[config.mk]
export PLATFORM = sky130hd
export DESIGN_NAME = mset_conv_seq
export DESIGN_NICKNAME = d
export VERILOG_FILES = /design/src/rtl/mset_conv_pkg.sv /design/src/rtl/mset_seq_engine.sv /design/src/rtl/mset_serial_port.sv /design/src/rtl/mset_conv_seq.sv
export SDC_FILE = /design/constraint.sdc
export NUM_CORES = 1
export LEC_CHECK = 0
export CAP_MARGIN = 5
export CELL_PAD_IN_SITES_DETAIL_PLACEMENT = 0
export CELL_PAD_IN_SITES_GLOBAL_PLACEMENT = 1
export CORE_MARGIN = 2
export CORE_UTILIZATION = 45
export DETAILED_ROUTE_END_ITERATION = 7
export PLACE_DENSITY = 0.76
export SLEW_MARGIN = 20
export SYNTH_ARGS = -nofsm -noshare
export SYNTH_HDL_FRONTEND = slang
export SYNTH_SLANG_ARGS = --single-unit
[constraint.sdc]
create_clock -name clk -period 3.6 [get_ports clk]
set_input_delay 1.08 -clock clk [delete_from_list [all_inputs] [get_ports clk]]
set_output_delay 1.08 -clock clk [all_outputs]
set_load 0.02 [all_outputs]
[src/rtl/mset_conv_pkg.sv]
package mset_conv_pkg;
    localparam int CTRL_BITS = 8;
    localparam logic [CTRL_BITS-1:0] CTRL_EXIT = 8'hFF;

    typedef enum logic [1:0] {
        ENG_IDLE,
        ENG_BUSY,
        ENG_HOLD,
        ENG_DRAIN
    } eng_state_t;

    typedef enum logic [1:0] {
        SP_IDLE,
        SP_CMD,
        SP_DATA
    } sp_state_t;
endpackage

[src/rtl/mset_seq_engine.sv]
module mset_seq_engine
    import mset_conv_pkg::*;
#(
    parameter int DEPTH_W = 4
) (
    input  logic               clk,
    input  logic               rst_n,
    input  logic               cfg_loop,
    input  logic               cfg_multi,
    input  logic               cfg_wait,
    input  logic [DEPTH_W-1:0] cfg_depth,
    input  logic               start_cmd,
    input  logic               stop_req,
    input  logic               read_done,
    input  logic               rd_active,
    input  logic               conv_done,
    output logic               conv_req,
    output logic [DEPTH_W-1:0] conv_setup,
    output logic               wr_en,
    output logic               set_done,
    output logic [DEPTH_W-1:0] depth_o,
    output logic               busy
);
    typedef struct packed {
        eng_state_t         st;
        logic [DEPTH_W-1:0] idx;
        logic [DEPTH_W-1:0] depth;
        logic               waitm;
        logic               stop;
    } eng_t;

    eng_t q, d;

    always_comb begin
        d        = q;
        wr_en    = 1'b0;
        set_done = 1'b0;
        case (q.st)
            ENG_IDLE: begin
                if (start_cmd && cfg_loop && cfg_multi) begin
                    d.st    = ENG_BUSY;
                    d.idx   = '0;
                    d.depth = cfg_depth;
                    d.waitm = cfg_wait;
                    d.stop  = 1'b0;
                end
            end
            ENG_BUSY: begin
                if (stop_req) d.stop = 1'b1;
                if (conv_done) begin
                    if (q.stop || stop_req) begin
                        d.st = ENG_DRAIN;
                    end else begin
                        wr_en = 1'b1;
                        if (q.idx == q.depth) begin
                            set_done = 1'b1;
                            d.idx    = '0;
                            d.st     = q.waitm ? ENG_HOLD : ENG_BUSY;
                        end else begin
                            d.idx = q.idx + DEPTH_W'(1);
                        end
                    end
                end
            end
            ENG_HOLD: begin
                if (stop_req)       d.st = ENG_DRAIN;
                else if (read_done) d.st = ENG_BUSY;
            end
            ENG_DRAIN: begin
                if (!rd_active) d.st = ENG_IDLE;
            end
            default: d.st = ENG_IDLE;
        endcase
    end

    always_ff @(posedge clk or negedge rst_n) begin
        if (!rst_n) begin
            q <= '{st: ENG_IDLE, idx: '0, depth: '0, waitm: 1'b0, stop: 1'b0};
        end else begin
            q <= d;
        end
    end

    assign conv_req   = (q.st == ENG_BUSY);
    assign conv_setup = q.idx;
    assign depth_o    = q.depth;
    assign busy       = (q.st != ENG_IDLE);

    // a request never names a setup beyond the captured depth
    p_setup_range_r1: assert property (@(posedge clk) disable iff (!rst_n)
        conv_req |-> conv_setup <= q.depth);

    // an outstanding request keeps its setup index
    p_req_hold_r2: assert property (@(posedge clk) disable iff (!rst_n)
        (conv_req && !conv_done) |=> (conv_req && $stable(conv_setup)));

    // after a non-final result the next request is the next setup
    p_next_setup_r2: assert property (@(posedge clk) disable iff (!rst_n)
        (conv_req && conv_done && !q.stop && !stop_req && conv_setup != q.depth)
        |=> (conv_req && conv_setup == $past(conv_setup) + DEPTH_W'(1)));

    // hold mode never converts while the host is reading
    p_wait_idle_r7: assert property (@(posedge clk) disable iff (!rst_n)
        (q.waitm && rd_active) |-> !conv_req);

    // start without loop and multi mode leaves the engine idle
    p_start_ignored_r10: assert property (@(posedge clk) disable iff (!rst_n)
        (q.st == ENG_IDLE && start_cmd && !(cfg_loop && cfg_multi)) |=> !conv_req);
endmodule

[src/rtl/mset_serial_port.sv]
module mset_serial_port
    import mset_conv_pkg::*;
#(
    parameter int WORD_W  = 24,
    parameter int DEPTH_W = 4
) (
    input  logic               clk,
    input  logic               rst_n,
    input  logic               sclk,
    input  logic               sdi,
    input  logic               cs_n,
    input  logic               set_done,
    input  logic [DEPTH_W-1:0] depth,
    input  logic [WORD_W-1:0]  rd_word,
    output logic [DEPTH_W-1:0] rd_idx,
    output logic               stop_req,
    output logic               read_done,
    output logic               rd_active,
    output logic               sdo
);
    localparam int CNT_W = $clog2(WORD_W);

    typedef struct packed {
        sp_state_t            ph;
        logic                 sclk_q;
        logic                 rdy;
        logic                 pulse;
        logic                 sdo_bit;
        logic [CTRL_BITS-1:0] shreg;
        logic [CNT_W-1:0]     bcnt;
        logic [DEPTH_W-1:0]   widx;
    } sp_t;

    sp_t q, d;
    logic                 rise, fall;
    logic [CTRL_BITS-1:0] byte_in;
    logic [WORD_W-1:0]    shw;

    assign rise    = !cs_n && sclk && !q.sclk_q;
    assign fall    = !cs_n && !sclk && q.sclk_q;
    assign byte_in = {q.shreg[CTRL_BITS-2:0], sdi};
    assign shw     = rd_word << q.bcnt;

    always_comb begin
        d         = q;
        stop_req  = 1'b0;
        read_done = 1'b0;
        d.sclk_q  = sclk;
        d.pulse   = 1'b0;
        case (q.ph)
            SP_IDLE: begin
                if (q.rdy && rise) begin
                    d.shreg = byte_in;
                    d.bcnt  = CNT_W'(1);
                    d.ph    = SP_CMD;
                end
            end
            SP_CMD: begin
                if (rise) begin
                    d.shreg = byte_in;
                    if (q.bcnt == CNT_W'(CTRL_BITS - 1)) begin
                        d.ph     = SP_DATA;
                        d.rdy    = 1'b0;
                        d.bcnt   = '0;
                        d.widx   = '0;
                        stop_req = (byte_in == CTRL_EXIT);
                    end else begin
                        d.bcnt = q.bcnt + CNT_W'(1);
                    end
                end
            end
            SP_DATA: begin
                if (fall) d.sdo_bit = shw[WORD_W-1];
                if (rise) begin
                    if (q.bcnt == CNT_W'(WORD_W - 1)) begin
                        d.bcnt = '0;
                        if (q.widx == depth) begin
                            d.ph      = SP_IDLE;
                            read_done = 1'b1;
                        end else begin
                            d.widx = q.widx + DEPTH_W'(1);
                        end
                    end else begin
                        d.bcnt = q.bcnt + CNT_W'(1);
                    end
                end
            end
            default: d.ph = SP_IDLE;
        endcase
        if (set_done) begin
            d.rdy   = 1'b1;
            d.pulse = 1'b1;
        end
    end

    always_ff @(posedge clk or negedge rst_n) begin
        if (!rst_n) begin
            q <= '{ph: SP_IDLE, sclk_q: 1'b0, rdy: 1'b0, pulse: 1'b0,
                   sdo_bit: 1'b0, shreg: '0, bcnt: '0, widx: '0};
        end else begin
            q <= d;
        end
    end

    assign rd_idx    = q.widx;
    assign rd_active = (q.ph != SP_IDLE);
    assign sdo       = (q.ph == SP_DATA) ? q.sdo_bit : (!q.rdy || q.pulse);

    // a set completing outside a readout shows SDO low two cycles later
    p_flag_low_r4: assert property (@(posedge clk) disable iff (!rst_n)
        (set_done && q.ph == SP_IDLE) |-> ##2 !sdo);

    // after the last data bit the port is idle and shows the flag
    p_flag_back_r12: assert property (@(posedge clk) disable iff (!rst_n)
        (read_done && !set_done && !q.pulse) |=> (sdo && !rd_active));
endmodule

[src/rtl/mset_conv_seq.sv]
module mset_conv_seq
    import mset_conv_pkg::*;
#(
    parameter int WORD_W  = 24,
    parameter int DEPTH_W = 4,
    parameter int SEL_W   = 3
) (
    input  logic               clk,
    input  logic               rst_n,
    input  logic               cfg_loop,
    input  logic               cfg_multi,
    input  logic               cfg_wait,
    input  logic [DEPTH_W-1:0] cfg_depth,
    input  logic               start_cmd,
    input  logic [SEL_W-1:0]   start_sel,
    output logic               conv_req,
    output logic [DEPTH_W-1:0] conv_setup,
    input  logic               conv_done,
    input  logic [WORD_W-1:0]  conv_data,
    input  logic               sclk,
    input  logic               sdi,
    input  logic               cs_n,
    output logic               sdo,
    output logic               busy
);
    localparam int SLOTS = 1 << DEPTH_W;

    logic               wr_en, set_done, stop_req, read_done, rd_active;
    logic [DEPTH_W-1:0] depth_q, rd_idx;
    logic [WORD_W-1:0]  slot_q [SLOTS];
    logic               unused_sel;

    assign unused_sel = ^start_sel;

    mset_seq_engine #(.DEPTH_W(DEPTH_W)) eng_i (
        .clk(clk), .rst_n(rst_n),
        .cfg_loop(cfg_loop), .cfg_multi(cfg_multi), .cfg_wait(cfg_wait),
        .cfg_depth(cfg_depth), .start_cmd(start_cmd),
        .stop_req(stop_req), .read_done(read_done), .rd_active(rd_active),
        .conv_done(conv_done), .conv_req(conv_req), .conv_setup(conv_setup),
        .wr_en(wr_en), .set_done(set_done), .depth_o(depth_q), .busy(busy)
    );

    always_ff @(posedge clk) begin
        if (wr_en) slot_q[conv_setup] <= conv_data;
    end

    mset_serial_port #(.WORD_W(WORD_W), .DEPTH_W(DEPTH_W)) port_i (
        .clk(clk), .rst_n(rst_n),
        .sclk(sclk), .sdi(sdi), .cs_n(cs_n),
        .set_done(set_done), .depth(depth_q), .rd_word(slot_q[rd_idx]),
        .rd_idx(rd_idx), .stop_req(stop_req), .read_done(read_done),
        .rd_active(rd_active), .sdo(sdo)
    );
endmodule

; ---- Yosys cells after proc, flatten, opt, wreduce, memory -nomap -nowiden
; Memories as Yosys holds them, arrays and structs flattened.
; Index checks and enable logic that the tools add are counted.
[word_totals]
ff_bits = 34
mem_bits_rw = 384
in_bits = 41
output_inout_bits = 7
mem_count = 1
[op_classes]
addsub = 3
n_eq_ne = 24
n_shift = 1
muxes = 53
n_reduce_logical = 34
[memory_table]
columns = name, words, word_bits, read_ports, rd_ports_with_merged_regs, wr, line
row1 = slot_q, 16, 24, 1, 0, 1, mset_conv_seq.sv:30  ; logic [WORD_W-1:0] slot_q [SLOTS];
[op_table]
columns = op, n
row1 = $mux 2, 13
row2 = $mux 12, 2
row3 = $shl 24x5->24, 1
row4 = $mux 1, 21
row5 = $mux 4, 5
row6 = $ne 2x1->1 const B, 9
row7 = $mux 16, 1
row8 = $pmux 4 s2, 2
row9 = $reduce_bool 2->1, 8
row10 = $pmux 5 s3, 1
row11 = $pmux 7 s2, 1
row12 = $reduce_and 6->1, 2
row13 = $mux 5, 2
row14 = $mux 9, 1
row15 = $reduce_and 3->1, 3
row16 = $add 4x1->4 const B, 2
row17 = $eq 4x4->1, 2
row18 = $eq 8x8->1 const B, 1
row19 = $pmux 2 s4, 1
row20 = $reduce_and 4->1, 2
row21 = $logic_and 1x1->1, 7
row22 = $eq 2x2->1 const B, 3
row23 = $mux 6, 1
row24 = $ne 2x2->1 const B, 3
row25 = 13 further kinds, 21

; ---- Logic depth before layout (Yosys ltp)
[logic_depth]
ltp_word = 11
mapped_depth = 12
ltp_nobuf = 9

; ---- Cells and area by module
; Synthesis repeated with hierarchy kept, for this count alone.
[unflattened]
cells_unflattened = 828
hier_area_um2 = 16717.3
[modules_own_cells]
columns = mod, n_inst, cells_per_inst, area_each_um2
row1 = mset_conv_seq, 1, 612, 14450.1
row2 = mset_serial_port, 1, 141, 1498.9
row3 = mset_seq_engine, 1, 75, 768.2

; ---- Worst setup path before layout
; Ideal clock, no wire load.
[synth_path]
kind = input -> register
startpoint = in sdi
endpoint = mem slot_q[0][0] (enable)
setup_time_ns = 0.435
arrival_time_ns = 3.637
path_slack_ns = -0.472
stages = 6
path_cell_list = and4_1 -> a41oi_1 -> and3_1 -> clkbuf_1 -> nand2_1 -> nor3_1
[synth_between]
elab_chain_len = 10
[synth_lines]
columns = item, line
row1 = start: declaration, mset_conv_seq.sv:21  ; input logic sdi,
row2 = $eq 8x8->1, mset_serial_port.sv:66  ; stop_req = (byte_in == CTRL_EXIT);
row3 = $mux 1, mset_serial_port.sv:61  ; if (q.bcnt == CNT_W'(CTRL_BITS - 1)) begin
row4 = $mux 1, mset_serial_port.sv:59  ; if (rise) begin
row5 = $mux 1, mset_serial_port.sv:50  ; case (q.ph)
row6 = $logic_or 1x1->1, mset_seq_engine.sv:51  ; if (q.stop || stop_req) begin
row7 = $mux 1, mset_seq_engine.sv:51
row8 = $mux 1, mset_seq_engine.sv:50  ; if (conv_done) begin
row9 = $mux 1, mset_seq_engine.sv:38  ; case (q.st)
row10 = $mux 1, mset_conv_seq.sv:45  ; if (wr_en) slot_q[conv_setup] <= conv_data;
row11 = $mux 1 (implied by the code), mset_conv_seq.sv:45
row12 = end: declaration, mset_conv_seq.sv:30
; Every way passes these cells.

; ---- Final worst setup path
[layout_path]
startpoint = reg port_i.q[21] (netlist bit)
endpoint = out sdo
[layout_between]
elab_chain_len = 2
[layout_lines]
columns = item, line
row1 = start: declaration, mset_serial_port.sv:34  ; sp_t q, d;
row2 = start signal: assignment, mset_serial_port.sv:98  ; q <= '{ph: SP_IDLE, sclk_q: 1'b0, rdy: 1'b0, pulse: 1'b0,
row3 = $eq 2x2->1, mset_serial_port.sv:107  ; assign sdo = (q.ph == SP_DATA) ? q.sdo_bit : (!q.rdy || q.pulse);
row4 = $mux 1, mset_serial_port.sv:107
row5 = end: declaration, mset_conv_seq.sv:23  ; output logic sdo,
; Every way passes these cells.

==> impl_metrics.toml <==
[outcome]
status = "completed"

[power]
internal_power_mw = 9.16
p_comb_share_pct = 21.7
clock_power_share_pct = 32.6
p_leak_nw = 6.22
p_sw_share_pct = 27.0
p_sw_mw = 3.39
p_per_area_nw_per_um2 = 636
power_mw = 12.5
ir_worst_vdd_uv = 389
seqPwrFrac_pct = 45.8

[timing]
fmax_mhz = 299
hold_viol = 0
maxSlewViolCount = 0
setup_viol = 0
finalCriticalPeriod_ns = 3.34
finalCritPeriodShare_pct = 92.9
rsz0062_at_grt = "false"
setup-tns-final_ns = 0
tightestPinTransition_ns = 1.07
slew_headroom_pct = 28.5
fin_skew_ns = 0.0237

[global_route]
grt_pass1_vias = 8785
globalRouteTotalUtil_pct = 19.2
grtUsageMet2_pct = 31.1
met1_usage_pct = 27.4
grt_pass1_wl_mm = 55.3
antenna_found_initial = 0
grt_max_degree = 37
grt_use_met3_pct = 3.61
grt-busiest-layer = "met2"
grt-ovfl-total = 0

[worst_setup_path]
arrival_ns = 2.26
critPathMaxFanout = 8
crit_top_cell = "inv_1"
crit_path_end_kind = "primary output"
cpMaxStageDelayCell = "clkdlybuf4s50_1"
crit_path_start_kind = "flip-flop"
required_ns = 2.52
cpPeakStageDelay_ns = 0.54
path_class = "flip-flop to primary output"
path_cells = "inv_1 > ha_1 > inv_1 > nand2_1 > o22a_1 > clkdlybuf4s50_1"

[drt]
firstDrtPassIters = 5
num_vias = 8560
ant_nets = 0
wl_mm = 36.5
wl_per_cell_um = 24.2
via_per_inst = 5.68
remaining_drc_errors = 0
drt-initial-drc-count = 773

[finish]
layout.nets = 1017
antenna_cells = 0
drive_above_1_share_pct = 24.0
utilization_pct = 52.8
final_cells = 1507
areaGrowthSynthToFinish_pct = 16.3

[yosys]
postSynthAreaPerCell_um2 = 19.3
synth_top_area_share_pct = 68.0
yosys_warnings = 0
ys_ff_latch = 418
synth_ff_type = "edfxtp_1"
syn_inst = 879
synth.distinct_cells = 62
yosys.area.top_type = "edfxtp_1"
synth_seq_area_share_pct = 73.0
synth_most_common_cell = "edfxtp_1"
synth_nets = 931
synthTopCellsByArea = "edfxtp_1, mux4_2, dfrtp_1"
ys_top_cells_by_count = "edfxtp_1, mux4_2, mux2i_1, nand2_1, dfrtp_1"
ys_async_sr_fraction_pct = 8.13
netlist_area_um2 = 17000
synth_edf_count = 384

[placement]
finalWeightedCongestion = 0.745
hpwl_mm = 20.7
dp.cells = 1431
port-buffer-count = 44

[floorplanning]
fp.dieH_um = 198
io_pins = 48
num_rows = 71
coreArea_um2 = 37400
start_util_pct = 45.4
dieArea_um2 = 39300
die_x_um = 198

[cts]
ctsHoldBuffers = 0
clock_tree.buffer_depth = 3
cts_max_level = 2
clkTransAtPathRegs_ns = 0.06
ctsResizeCount = 0
cts_root_buf = "clkbuf_16"
cts_tree = "yes"
clock_latency_ns = 0.56
post_cts_buffers = 0
clock-sinks = 418
numCtsBuffers = 43

[flow_run]
max_cap_viol_count = 0

[hold_path]
min_path_type = "flip-flop to flip-flop"
==> per-stage QoR <==
stage               cell area, um^2  hold WS [ns]  setup WS, ns
detailed placement            18400         0.498        -0.172
global route                  19700         0.543        0.0678
CTS                           19700         0.518         0.209
global placement              18400         0.486        -0.156
finish                        19700         0.511         0.255
floorplan                     17000         0.472         0.169
==> layout make-up <==
type | count | area, um^2
Multi-Input combinational cell | 400 | 4370
Fill cell | 2895 | 17700
Inverter | 10 | 37.5
Sequential cell | 418 | 12400
Tap cell | 511 | 639
Timing Repair Buffer | 92 | 1000
Clock buffer | 52 | 1110
Clock inverter | 24 | 188
==> critical path: cells and delay by family, from the launching register on <==
family / cells / cell delay (ns)
flip-flops: 1 / 0.41
adder cells (fa/ha/maj): 1 / 0.21
AND/OR/NAND/NOR: 1 / 0.08
buffers and inverters: 3 / 0.83
AO/OA/AOI/OAI: 1 / 0.20
==> power groups by stage <==
stage	sequential, mW	combinational, mW	clock (mW)
finish	5.74	2.72	4.09
global route	5.77	2.96	4.35
CTS	5.74	2.75	4.17
detailed placement	5.84	2.74	0
global placement	5.83	2.71	0
floorplan	5.70	2.07	0
==> path summary, 6_finish.rpt <==
path                                    from                 to  slack [ns]  cells after the start
setup / recovery                port_i.q[21]                sdo        0.26                      6
hold / removal             port_i.byte_in[7]  port_i.byte_in[7]        0.51                      1
setup reg to reg                port_i.q[22]       slot_q[6][2]        0.60                      8
hold reg to reg            port_i.byte_in[7]  port_i.byte_in[7]        0.51                      1
max in group asynchronous              rst_n   port_i.rd_idx[0]        2.28                      2
min in group asynchronous              rst_n  port_i.byte_in[7]        0.95                      2
==> metal layers <==
layer | vias up | part of all wire, %
li1 | 3756 | -
met1 | 4481 | 44
met2 | 275 | 48
met3 | 48 | 6.1
met4 | 0 | 1.5
met5 | - | 0
==> layout by cell type (no fill, tap or decap), types with 5 or more instances in the layout <==
master and n:
mux2_2 21, edfxtp_1 384, o22ai_1 6, nor2b_1 10
clkdlybuf4s50_1 44, clkbuf_1 9, or2_2 5, buf_12 16
nand2b_1 11, clkinv_2 9, buf_4 32, o21ai_0 24
nor3_1 8, clkbuf_16 43, mux2i_1 38, inv_1 9
nand3_1 11, nor2_4 12, xnor2_1 8, clkinv_1 8
ha_1 11, mux4_1 9, dfrtp_1 30, a211oi_1 7
nand2_1 38, mux4_2 83, a21oi_1 12, nor2_1 18
==> state kept, by name, indices dropped and copies added (netlist names) <==
register / cells
slot_q: 384
port_i.q: 11
port_i.byte_in: 7
eng_i.conv_setup: 4
eng_i.depth_o: 4
eng_i.q: 4
port_i.rd_idx: 4
==> logic make-up after synthesis <==
kind of cell | Yosys count | synth area share [%]
mux | 151 | 16.0
flops | 418 | 73.0
simple gates | 148 | 4.46
buf+inv | 61 | 2.09
xor+xnor | 8 | 0.413
compound gates | 82 | 3.21
fa+ha+maj | 11 | 0.811
Power figures use the tool's default switching activity.
